$ cat src/rtl/mc_route_pkg.sv
package mc_route_pkg;
   localparam int NPORT  = 5;
   localparam int PORT_W = 3;
   localparam int P_LOC  = 0;
   localparam int P_N    = 1;
   localparam int P_S    = 2;
   localparam int P_E    = 3;
   localparam int P_W    = 4;
endpackage

$ cat src/rtl/mc_dest_classify.sv
// Places each node relative to the current router.
module mc_dest_classify #(
   parameter int MESH_X = 4,
   parameter int MESH_Y = 4,
   localparam int NODES = MESH_X * MESH_Y,
   localparam int XW    = $clog2(MESH_X),
   localparam int YW    = $clog2(MESH_Y)
) (
   input  logic [XW-1:0]    cur_x,
   input  logic [YW-1:0]    cur_y,
   output logic [NODES-1:0] at_self,
   output logic [NODES-1:0] col_n,
   output logic [NODES-1:0] col_s,
   output logic [NODES-1:0] row_e,
   output logic [NODES-1:0] row_w,
   output logic [NODES-1:0] quad_ne,
   output logic [NODES-1:0] quad_nw,
   output logic [NODES-1:0] quad_se,
   output logic [NODES-1:0] quad_sw
);
   for (genvar i = 0; i < NODES; i++) begin : g_node
      localparam logic [XW-1:0] IX = XW'(i % MESH_X);
      localparam logic [YW-1:0] IY = YW'(i / MESH_X);
      logic same_x, same_y, to_e, to_w, to_n, to_s;
      assign same_x = (cur_x == IX);
      assign same_y = (cur_y == IY);
      assign to_e   = (cur_x <  IX);
      assign to_w   = (cur_x >  IX);
      assign to_n   = (cur_y >  IY);
      assign to_s   = (cur_y <  IY);
      assign at_self[i] = same_x & same_y;
      assign col_n[i]   = same_x & to_n;
      assign col_s[i]   = same_x & to_s;
      assign row_e[i]   = same_y & to_e;
      assign row_w[i]   = same_y & to_w;
      assign quad_ne[i] = to_n & to_e;
      assign quad_nw[i] = to_n & to_w;
      assign quad_se[i] = to_s & to_e;
      assign quad_sw[i] = to_s & to_w;
   end
endmodule

$ cat src/rtl/mc_port_select.sv
// Assigns every listed destination to one output port and splits the bitmap.
module mc_port_select
   import mc_route_pkg::*;
#(
   parameter int NODES = 16
) (
   input  logic [NODES-1:0]       dest,
   input  logic [PORT_W-1:0]      in_port,
   input  logic [NODES-1:0]       at_self,
   input  logic [NODES-1:0]       col_n,
   input  logic [NODES-1:0]       col_s,
   input  logic [NODES-1:0]       row_e,
   input  logic [NODES-1:0]       row_w,
   input  logic [NODES-1:0]       quad_ne,
   input  logic [NODES-1:0]       quad_nw,
   input  logic [NODES-1:0]       quad_se,
   input  logic [NODES-1:0]       quad_sw,
   output logic [NPORT-1:0]       mask,
   output logic [NPORT*NODES-1:0] maps,
   output logic                   err
);
   logic             any_n, any_s;
   logic [NODES-1:0] raw [NPORT];
   logic [NPORT-1:0] dropped;

   assign any_n = |(dest & col_n);
   assign any_s = |(dest & col_s);

   always_comb begin
      raw[P_LOC] = dest & at_self;
      raw[P_N]   = dest & (col_n | (any_n ? (quad_ne | quad_nw) : '0));
      raw[P_S]   = dest & (col_s | (any_s ? (quad_se | quad_sw) : '0));
      raw[P_E]   = dest & (row_e | (any_n ? '0 : quad_ne) | (any_s ? '0 : quad_se));
      raw[P_W]   = dest & (row_w | (any_n ? '0 : quad_nw) | (any_s ? '0 : quad_sw));
   end

   for (genvar p = 0; p < NPORT; p++) begin : g_port
      logic keep;
      assign keep       = (in_port != PORT_W'(p));
      assign maps[p*NODES +: NODES] = keep ? raw[p] : '0;
      assign mask[p]    = keep & (|raw[p]);
      assign dropped[p] = ~keep & (|raw[p]);
   end

   assign err = (dest == '0) | (|dropped);
endmodule

$ cat src/rtl/mc_out_stage.sv
// One-entry registered stage with a valid/ready handshake.
module mc_out_stage #(
   parameter int W = 8
) (
   input  logic         clk,
   input  logic         rst_n,
   input  logic         in_valid,
   output logic         in_ready,
   input  logic [W-1:0] in_data,
   output logic         out_valid,
   input  logic         out_ready,
   output logic [W-1:0] out_data
);
   if (W < 1) begin : g_bad_w
      $error("mc_out_stage: W must be positive");
   end

   assign in_ready = ~out_valid | out_ready;

   always_ff @(posedge clk or negedge rst_n) begin
      if (!rst_n) begin
         out_valid <= 1'b0;
         out_data  <= '0;
      end else if (in_ready) begin
         out_valid <= in_valid;
         if (in_valid) out_data <= in_data;
      end
   end


   hold_stable_chk: assert property (@(posedge clk) disable iff (!rst_n)
      (out_valid && !out_ready) |=> (out_valid && $stable(out_data)));
endmodule

$ cat src/rtl/mc_route_split.sv
// Multicast route computation and destination splitting for one mesh router.
module mc_route_split
   import mc_route_pkg::*;
#(
   parameter int MESH_X = 4,
   parameter int MESH_Y = 4,
   localparam int NODES = MESH_X * MESH_Y,
   localparam int XW    = $clog2(MESH_X),
   localparam int YW    = $clog2(MESH_Y),
   localparam int DW    = 1 + NPORT * NODES + NPORT
) (
   input  logic                   clk,
   input  logic                   rst_n,
   input  logic                   in_valid,
   output logic                   in_ready,
   input  logic [XW-1:0]          cur_x,
   input  logic [YW-1:0]          cur_y,
   input  logic [PORT_W-1:0]      in_port,
   input  logic [NODES-1:0]       in_dest,
   output logic                   out_valid,
   input  logic                   out_ready,
   output logic [NPORT-1:0]       out_mask,
   output logic [NPORT*NODES-1:0] out_maps,
   output logic                   out_err
);
   if (MESH_X < 2 || MESH_Y < 2) begin : g_bad_mesh
      $error("mc_route_split: mesh needs at least 2 columns and 2 rows");
   end

   logic [NODES-1:0] at_self, col_n, col_s, row_e, row_w;
   logic [NODES-1:0] quad_ne, quad_nw, quad_se, quad_sw;
   logic [NPORT-1:0]       c_mask;
   logic [NPORT*NODES-1:0] c_maps;
   logic                   c_err;
   logic [DW-1:0]          q_data;

   mc_dest_classify #(.MESH_X(MESH_X), .MESH_Y(MESH_Y)) u_class (
      .cur_x(cur_x), .cur_y(cur_y), .at_self(at_self),
      .col_n(col_n), .col_s(col_s), .row_e(row_e), .row_w(row_w),
      .quad_ne(quad_ne), .quad_nw(quad_nw), .quad_se(quad_se), .quad_sw(quad_sw)
   );

   mc_port_select #(.NODES(NODES)) u_sel (
      .dest(in_dest), .in_port(in_port), .at_self(at_self),
      .col_n(col_n), .col_s(col_s), .row_e(row_e), .row_w(row_w),
      .quad_ne(quad_ne), .quad_nw(quad_nw), .quad_se(quad_se), .quad_sw(quad_sw),
      .mask(c_mask), .maps(c_maps), .err(c_err)
   );

   mc_out_stage #(.W(DW)) u_out (
      .clk(clk), .rst_n(rst_n),
      .in_valid(in_valid), .in_ready(in_ready),
      .in_data({c_err, c_maps, c_mask}),
      .out_valid(out_valid), .out_ready(out_ready),
      .out_data(q_data)
   );

   assign out_mask = q_data[NPORT-1:0];
   assign out_maps = q_data[NPORT +: NPORT*NODES];
   assign out_err  = q_data[DW-1];

   // Checker logic: union and pairwise overlap of the registered bitmaps.
   logic [NODES-1:0] seen, ovl;
   always_comb begin
      seen = '0;
      ovl  = '0;
      for (int p = 0; p < NPORT; p++) begin
         ovl  = ovl  | (seen & out_maps[p*NODES +: NODES]);
         seen = seen | out_maps[p*NODES +: NODES];
      end
   end


   disjoint_maps_chk: assert property (@(posedge clk) disable iff (!rst_n)
      out_valid |-> (ovl == '0));


   union_kept_chk: assert property (@(posedge clk) disable iff (!rst_n)
      (in_valid && in_ready) |=> (out_err || (seen == $past(in_dest))));

   for (genvar p = 0; p < NPORT; p++) begin : g_mask_chk

      mask_matches_map_chk: assert property (@(posedge clk) disable iff (!rst_n)
         out_valid |-> (out_mask[p] == (|out_maps[p*NODES +: NODES])));
   end


   no_return_port_chk: assert property (@(posedge clk) disable iff (!rst_n)
      (in_valid && in_ready && (in_port < PORT_W'(NPORT)))
         |=> !out_mask[$past(in_port)]);


   empty_flags_err_chk: assert property (@(posedge clk) disable iff (!rst_n)
      (in_valid && in_ready && (in_dest == '0)) |=> (out_err && (out_mask == '0)));
endmodule

$ cat config.mk
export PLATFORM = sky130hd
export DESIGN_NAME = mc_route_split
export DESIGN_NICKNAME = d
export VERILOG_FILES = /design/src/rtl/mc_route_pkg.sv /design/src/rtl/mc_dest_classify.sv /design/src/rtl/mc_port_select.sv /design/src/rtl/mc_out_stage.sv /design/src/rtl/mc_route_split.sv
export SDC_FILE = /design/constraint.sdc
export NUM_CORES = 1
export LEC_CHECK = 0
export ABC_AREA = 1
export BUFFER_PORTS_ARGS = -buffer_cell sky130_fd_sc_hd__buf_4
export CORE_MARGIN = 2
export CORE_UTILIZATION = 45
export DETAILED_ROUTE_END_ITERATION = 10
export PLACE_DENSITY = 0.72
export RECOVER_POWER = 50
export REMOVE_ABC_BUFFERS = 1
export SETUP_SLACK_MARGIN = 0.3
export SLEW_MARGIN = 20
export SYNTH_ARGS = -nofsm -noshare
export SYNTH_HDL_FRONTEND = slang
export SYNTH_SLANG_ARGS = --single-unit
$ cat constraint.sdc
create_clock -name clk -period 2.1 [get_ports clk]
set_clock_uncertainty 0.05 [all_clocks]
set_input_delay 0.63 -clock clk [delete_from_list [all_inputs] [get_ports clk]]
set_output_delay 0.63 -clock clk [all_outputs]
set_load 0.05 [all_outputs]
* Word-level counts from Yosys, hierarchy flattened
Cells that the tools add are included.
** Operators by class
- Order comparisons :: 16
- Equality and inequality tests :: 10
- Mux-type cells :: 11
- Bitwise operators :: 177
- Reduce and logical (&&, ||, !) cells :: 13
** Operators with widths (number)
- $mux 16 :: 11
- $and 1x1->1 :: 154
- $or 16x16->16 :: 8
- $and 16x16->16 :: 7
- $reduce_or 16->1 :: 7
- $logic_not 16->1 :: 1
- $eq 2x2->1 const B :: 4
- $gt 2x1->1 const B :: 4
- $gt 2x2->1 const B :: 4
- $lt 2x1->1 const B :: 4
- $lt 2x2->1 const B :: 4
- $ne 3x2->1 const B :: 2
- $not 1->1 :: 6
- $reduce_or 5->1 :: 1
- $eq 2x1->1 const B :: 2
- $logic_not 2->1 :: 2
- $ne 3x1->1 const B :: 1
- $ne 3x3->1 const B :: 1
- $reduce_bool 3->1 :: 1
- $or 1x1->1 :: 2
- $reduce_and 2->1 :: 1
** Storage, ports and cells
- Register bits :: 87
- Logic and storage cells :: 229

* Longest topological paths before layout
- Depth after elaboration :: 12
- Depth in mapped cells :: 18
- Gate-level depth less buffers :: 16

* Hierarchy
Synthesis repeated with hierarchy kept, for this count alone.
** Unflattened totals
- Cell total of the unflattened synthesis :: 956
- Area, all modules :: 6403.6 sq um
** Modules (own cells, without submodules)
- mc_out_stage :: instances 1, cells each 377, area each 3455.8 sq um
- mc_port_select :: instances 1, cells each 410, area each 2010.7 sq um
- mc_dest_classify :: instances 1, cells each 169, area each 937.1 sq um

* Worst setup path after synthesis
OpenSTA, ideal clock, no wires.
- Kind :: in2reg
- Start point :: input cur_x[1]
- End point :: register u_out.out_data[85]
- Setup time :: 118 ps
- Arrival time :: 2025 ps
- Required time :: 1932 ps
- Path slack :: -93 ps
- Stages on the path :: 16
- Path buffers :: 2
- Path through :: buf_4 > nor2_4 > buf_6 > nand3_1 > nand3_1 > nor2_1 > nand2_2 > nand2_1 > nand3b_1 > nand2_1 > nor2_1 > nand3_1 > nand2_1 > nand2_1 > nor2_1 > nor2_1
** Between the ends
- Word-level cells in the longest chain between the ends :: 12
- Elaborated cells between the ends (all ways) :: 191
- Classes of those cells :: 8 x order compare; 3 x eq/ne; 6 x mux; 165 x bitwise; 9 x reduce/logical
** Ends and longest elaborated chain
- from (decl) :: line mc_route_split.sv:16 : input logic [XW-1:0] cur_x,
- $eq 2x1->1 (tied with other cells) :: line mc_dest_classify.sv:25 : assign same_x = (cur_x == IX);
- $and 1x1->1 :: line mc_dest_classify.sv:32 : assign col_n[i] = same_x & to_n;
- $and 16x16->16 :: line mc_port_select.sv:26 : assign any_n = |(dest & col_n);
- $reduce_or 16->1 :: line mc_port_select.sv:26
- $mux 16, on equally long branches :: line mc_port_select.sv:33, mc_port_select.sv:34
- $or 16x16->16, on equally long branches (2 in a row) :: line mc_port_select.sv:33, mc_port_select.sv:34
- $and 16x16->16, on equally long branches :: line mc_port_select.sv:33, mc_port_select.sv:34
- $reduce_or 16->1 :: line mc_port_select.sv:42 : assign dropped[p] = ~keep & (|raw[p]);
- $and 1x1->1 :: line mc_port_select.sv:42
- $reduce_or 5->1 * :: line mc_port_select.sv:45 : assign err = (dest == '0) | (|dropped);
- $or 1x1->1 * :: line mc_port_select.sv:45
- to (signal assigned) :: line mc_out_stage.sv:26 : if (in_valid) out_data <= in_data;
- to (decl) :: line mc_out_stage.sv:12 : output logic [W-1:0] out_data
Every way passes the cells marked *; elsewhere a longest branch is shown, timed or not.
A chain may end at the register's enable or synchronous reset.

* Worst setup path in the final report
Same ends and word-level chain as after synthesis.

==> flow_summary.json <==
{
  "status": "finished clean",
  "nets": 733,
  "cts_max_level": 3,
  "via_count": 4323,
  "yosys-top-cells-count": "110 x nand2_1, 71 x dfrtp_1, 62 x nand3_1",
  "ir_drop_uv": 447,
  "num_rows": 33,
  "ys_ff_latch": 71,
  "end_kind": "register",
  "start_kind": "input port",
  "core_area_sq_um": 8130,
  "gp_congestion": 0.976,
  "instances_no_fill": 816,
  "grt_pass1_wl_mm": 21.5,
  "drv_slew": 0,
  "synth_top_area_share": 0.477,
  "yosysMostFrequentCell": "nand2_1",
  "root_buffer": "clkbuf_8",
  "ioPinCount": 115,
  "layout_worst_path_cycle_share": 0.997,
  "relSlewSlack": 0.361,
  "die_h_microns": 95.0,
  "drtIter0Drc": 291,
  "synth_area_leader_cell": "dfrtp_1",
  "netlist_instances": 467,
  "ant_nets": 0,
  "start_util": 0.458,
  "cts_tree": "yes",
  "clockBufferDepth": 2,
  "crit_arrival_ns": 2.29,
  "numPortBuffers": 98,
  "yosysWarnings": 0,
  "clock_sinks": 71,
  "seq_area_frac_synth": 0.477,
  "antenna_found_initial": 0,
  "cap_violations": 0,
  "synth-async-reset-ratio": 1.00,
  "ys_types": 27,
  "syn-cell-area_sq_um": 3730,
  "synth_ff_type": "dfrtp_1",
  "rsz0062_at_grt": "true",
  "power.density_nw_per_um2": 702,
  "post-route-util": 0.754,
  "via_per_inst": 5.30,
  "fillerInstances": 671,
  "setup_ws_ns": 0.00638,
  "post_drt_wl_per_cell_microns": 17.3,
  "grt_max_degree": 72,
  "wl_mm": 14.1,
  "synthTopCellsByArea": "dfrtp_1 48%, nand2_1 11%, nand3_1 8.3%, o21ai_0 6.3%, nor2_1 5.2%",
  "crit_fanout": 7,
  "post-place-ws_ns": -0.478,
  "clkTransAtPathRegs_ns": 0.08,
  "clkLatencyLatePin_ns": 0.36,
  "crit_type": "in -> reg",
  "total_leakage_power_nw": 3.15,
  "antenna_cells": 0,
  "dieArea_sq_um": 9020,
  "drive_gt1_frac": 0.464,
  "setup_viol": 0,
  "cp.required_ns": 2.29,
  "finalHoldViolCount": 0,
  "dr.pass1.iters": 5,
  "max_freq_mhz": 478,
  "tightestPinTransition_ns": 0.959,
  "syn2layout_area_growth_pct": 64.7,
  "overflow": 0,
  "layout_min_cycle_time_ns": 2.09,
  "die_x_microns": 95.0,
  "drc": 0,
  "dp_cells": 766,
  "grt_pass1_vias": 4066,
  "avgSynthCellArea_sq_um": 7.98,
  "tritoncts.num_buffers": 9,
  "grt_use_total": 0.319,
  "hp-class": "reg -> reg",
  "dpl.hpwl_mm": 10.4,
  "synth_edf_count": 0
}
## timing repair
item | in CTS | in global routing
buffers inserted | 24 | 10
pin swaps | 30 | 22
gates resized for setup | 71 | 74
hold buffers | 0 | 0
endpoints found under the setup margin | 40 | 52
## path summary, 6_finish.rpt
path	startpoint	end	slack, ns	depth (start not counted)
max in group asynchronous	rst_n	u_out.out_data[0]	0.88	2
hold / removal	u_out.out_data[19]	u_out.out_data[19]	0.44	2
setup / recovery	cur_x[1]	u_out.out_data[85]	0.006	17
setup reg to reg	u_out.out_valid	u_out.out_data[29]	0.18	5
min in group asynchronous	rst_n	u_out.out_valid	0.49	2
hold reg to reg	u_out.out_data[19]	u_out.out_data[19]	0.44	2
## where the power goes
part	leakage (nW)	internal (mW)	total, mW	switching (mW)
clock	0.0956	0.550	1.10	0.553
combinational	2.10	0.558	1.65	1.09
sequential	0.953	1.49	1.56	0.0717
## flip-flops by register name, summed over array words and instances, names as in the netlist
signal           flops
u_out.out_data      70
u_out.out_valid      1
## cell families (layout without fill, tap and decap cells)
logic type | count (synthesis) | after routing | synth area share
simple gates | 250 | 250 | 0.291
buf+inv | 65 | 294 | 0.0947
compound gates | 80 | 80 | 0.136
flops | 71 | 71 | 0.477
other cells | 1 | 16 | 0.00101
## cells in the final DEF (no fill, tap or decap), drive strengths merged
| cell | instances |
|---|---|
| conb | 16 |
| bufinv | 1 |
| or2 | 1 |
| o21a | 1 |
| nor4 | 4 |
| a32o | 6 |
| a21oi | 3 |
| nor2 | 56 |
| o31ai | 7 |
| nand3 | 64 |
| clkinvlp | 2 |
| o211ai | 3 |
| nand4 | 2 |
| nand3b | 1 |
| buf | 222 |
| o21ai | 47 |
| inv | 32 |
| a22o | 12 |
| o41ai | 1 |
| nor3 | 7 |
| nand2 | 115 |
| clkbuf | 34 |
| dfrtp | 71 |
| clkinv | 3 |
## through the flow
stage / cell area, sq um / setup TNS (ns) / power, mW / hold slack [ns]
after detailed placement: 5290 / -8.43 / 3.04 / 0.425
after global routing: 6140 / -0.133 / 4.49 / 0.458
after global placement: 5290 / -9.49 / 3.03 / 0.421
after floorplan: 3550 / -72.65 / 2.39 / 0.284
after CTS: 5890 / 0 / 4.24 / 0.233
final: 6140 / 0 / 4.31 / 0.437
## metal layers
layer  vias to the layer above  track usage  share of wire
li1                       2028            -              -
met1                      2060        0.438           0.43
met2                       202        0.508           0.47
met3                        33       0.0479          0.072
met4                         0        0.123          0.024
met5                         -            0              0
## critical path, cell delays in order
cell	delay, ns
buf_12	0.12
nor2_4	0.23
nand2_2	0.10
nand2_2	0.08
nand2_2	0.06
nand2_2	0.07
nor2_2	0.05
nand2_4	0.14
nand2_4	0.08
nand3b_1	0.12
nand2_1	0.08
nor2_1	0.17
nand3_2	0.10
nand2_1	0.06
nand2_1	0.05
nor2_1	0.08
nor2_1	0.05
## area by class of cell
class	instances	area, sq um	area share
multi-input cells	346	2020	0.329
repair buffers	247	1870	0.305
flip-flops and latches	71	1780	0.290
inverters	31	141	0.0230
well taps	105	131	0.0214
clock buffers	9	124	0.0202
clock inverters	7	72.6	0.0118
(Power assumes the default switching activity.)
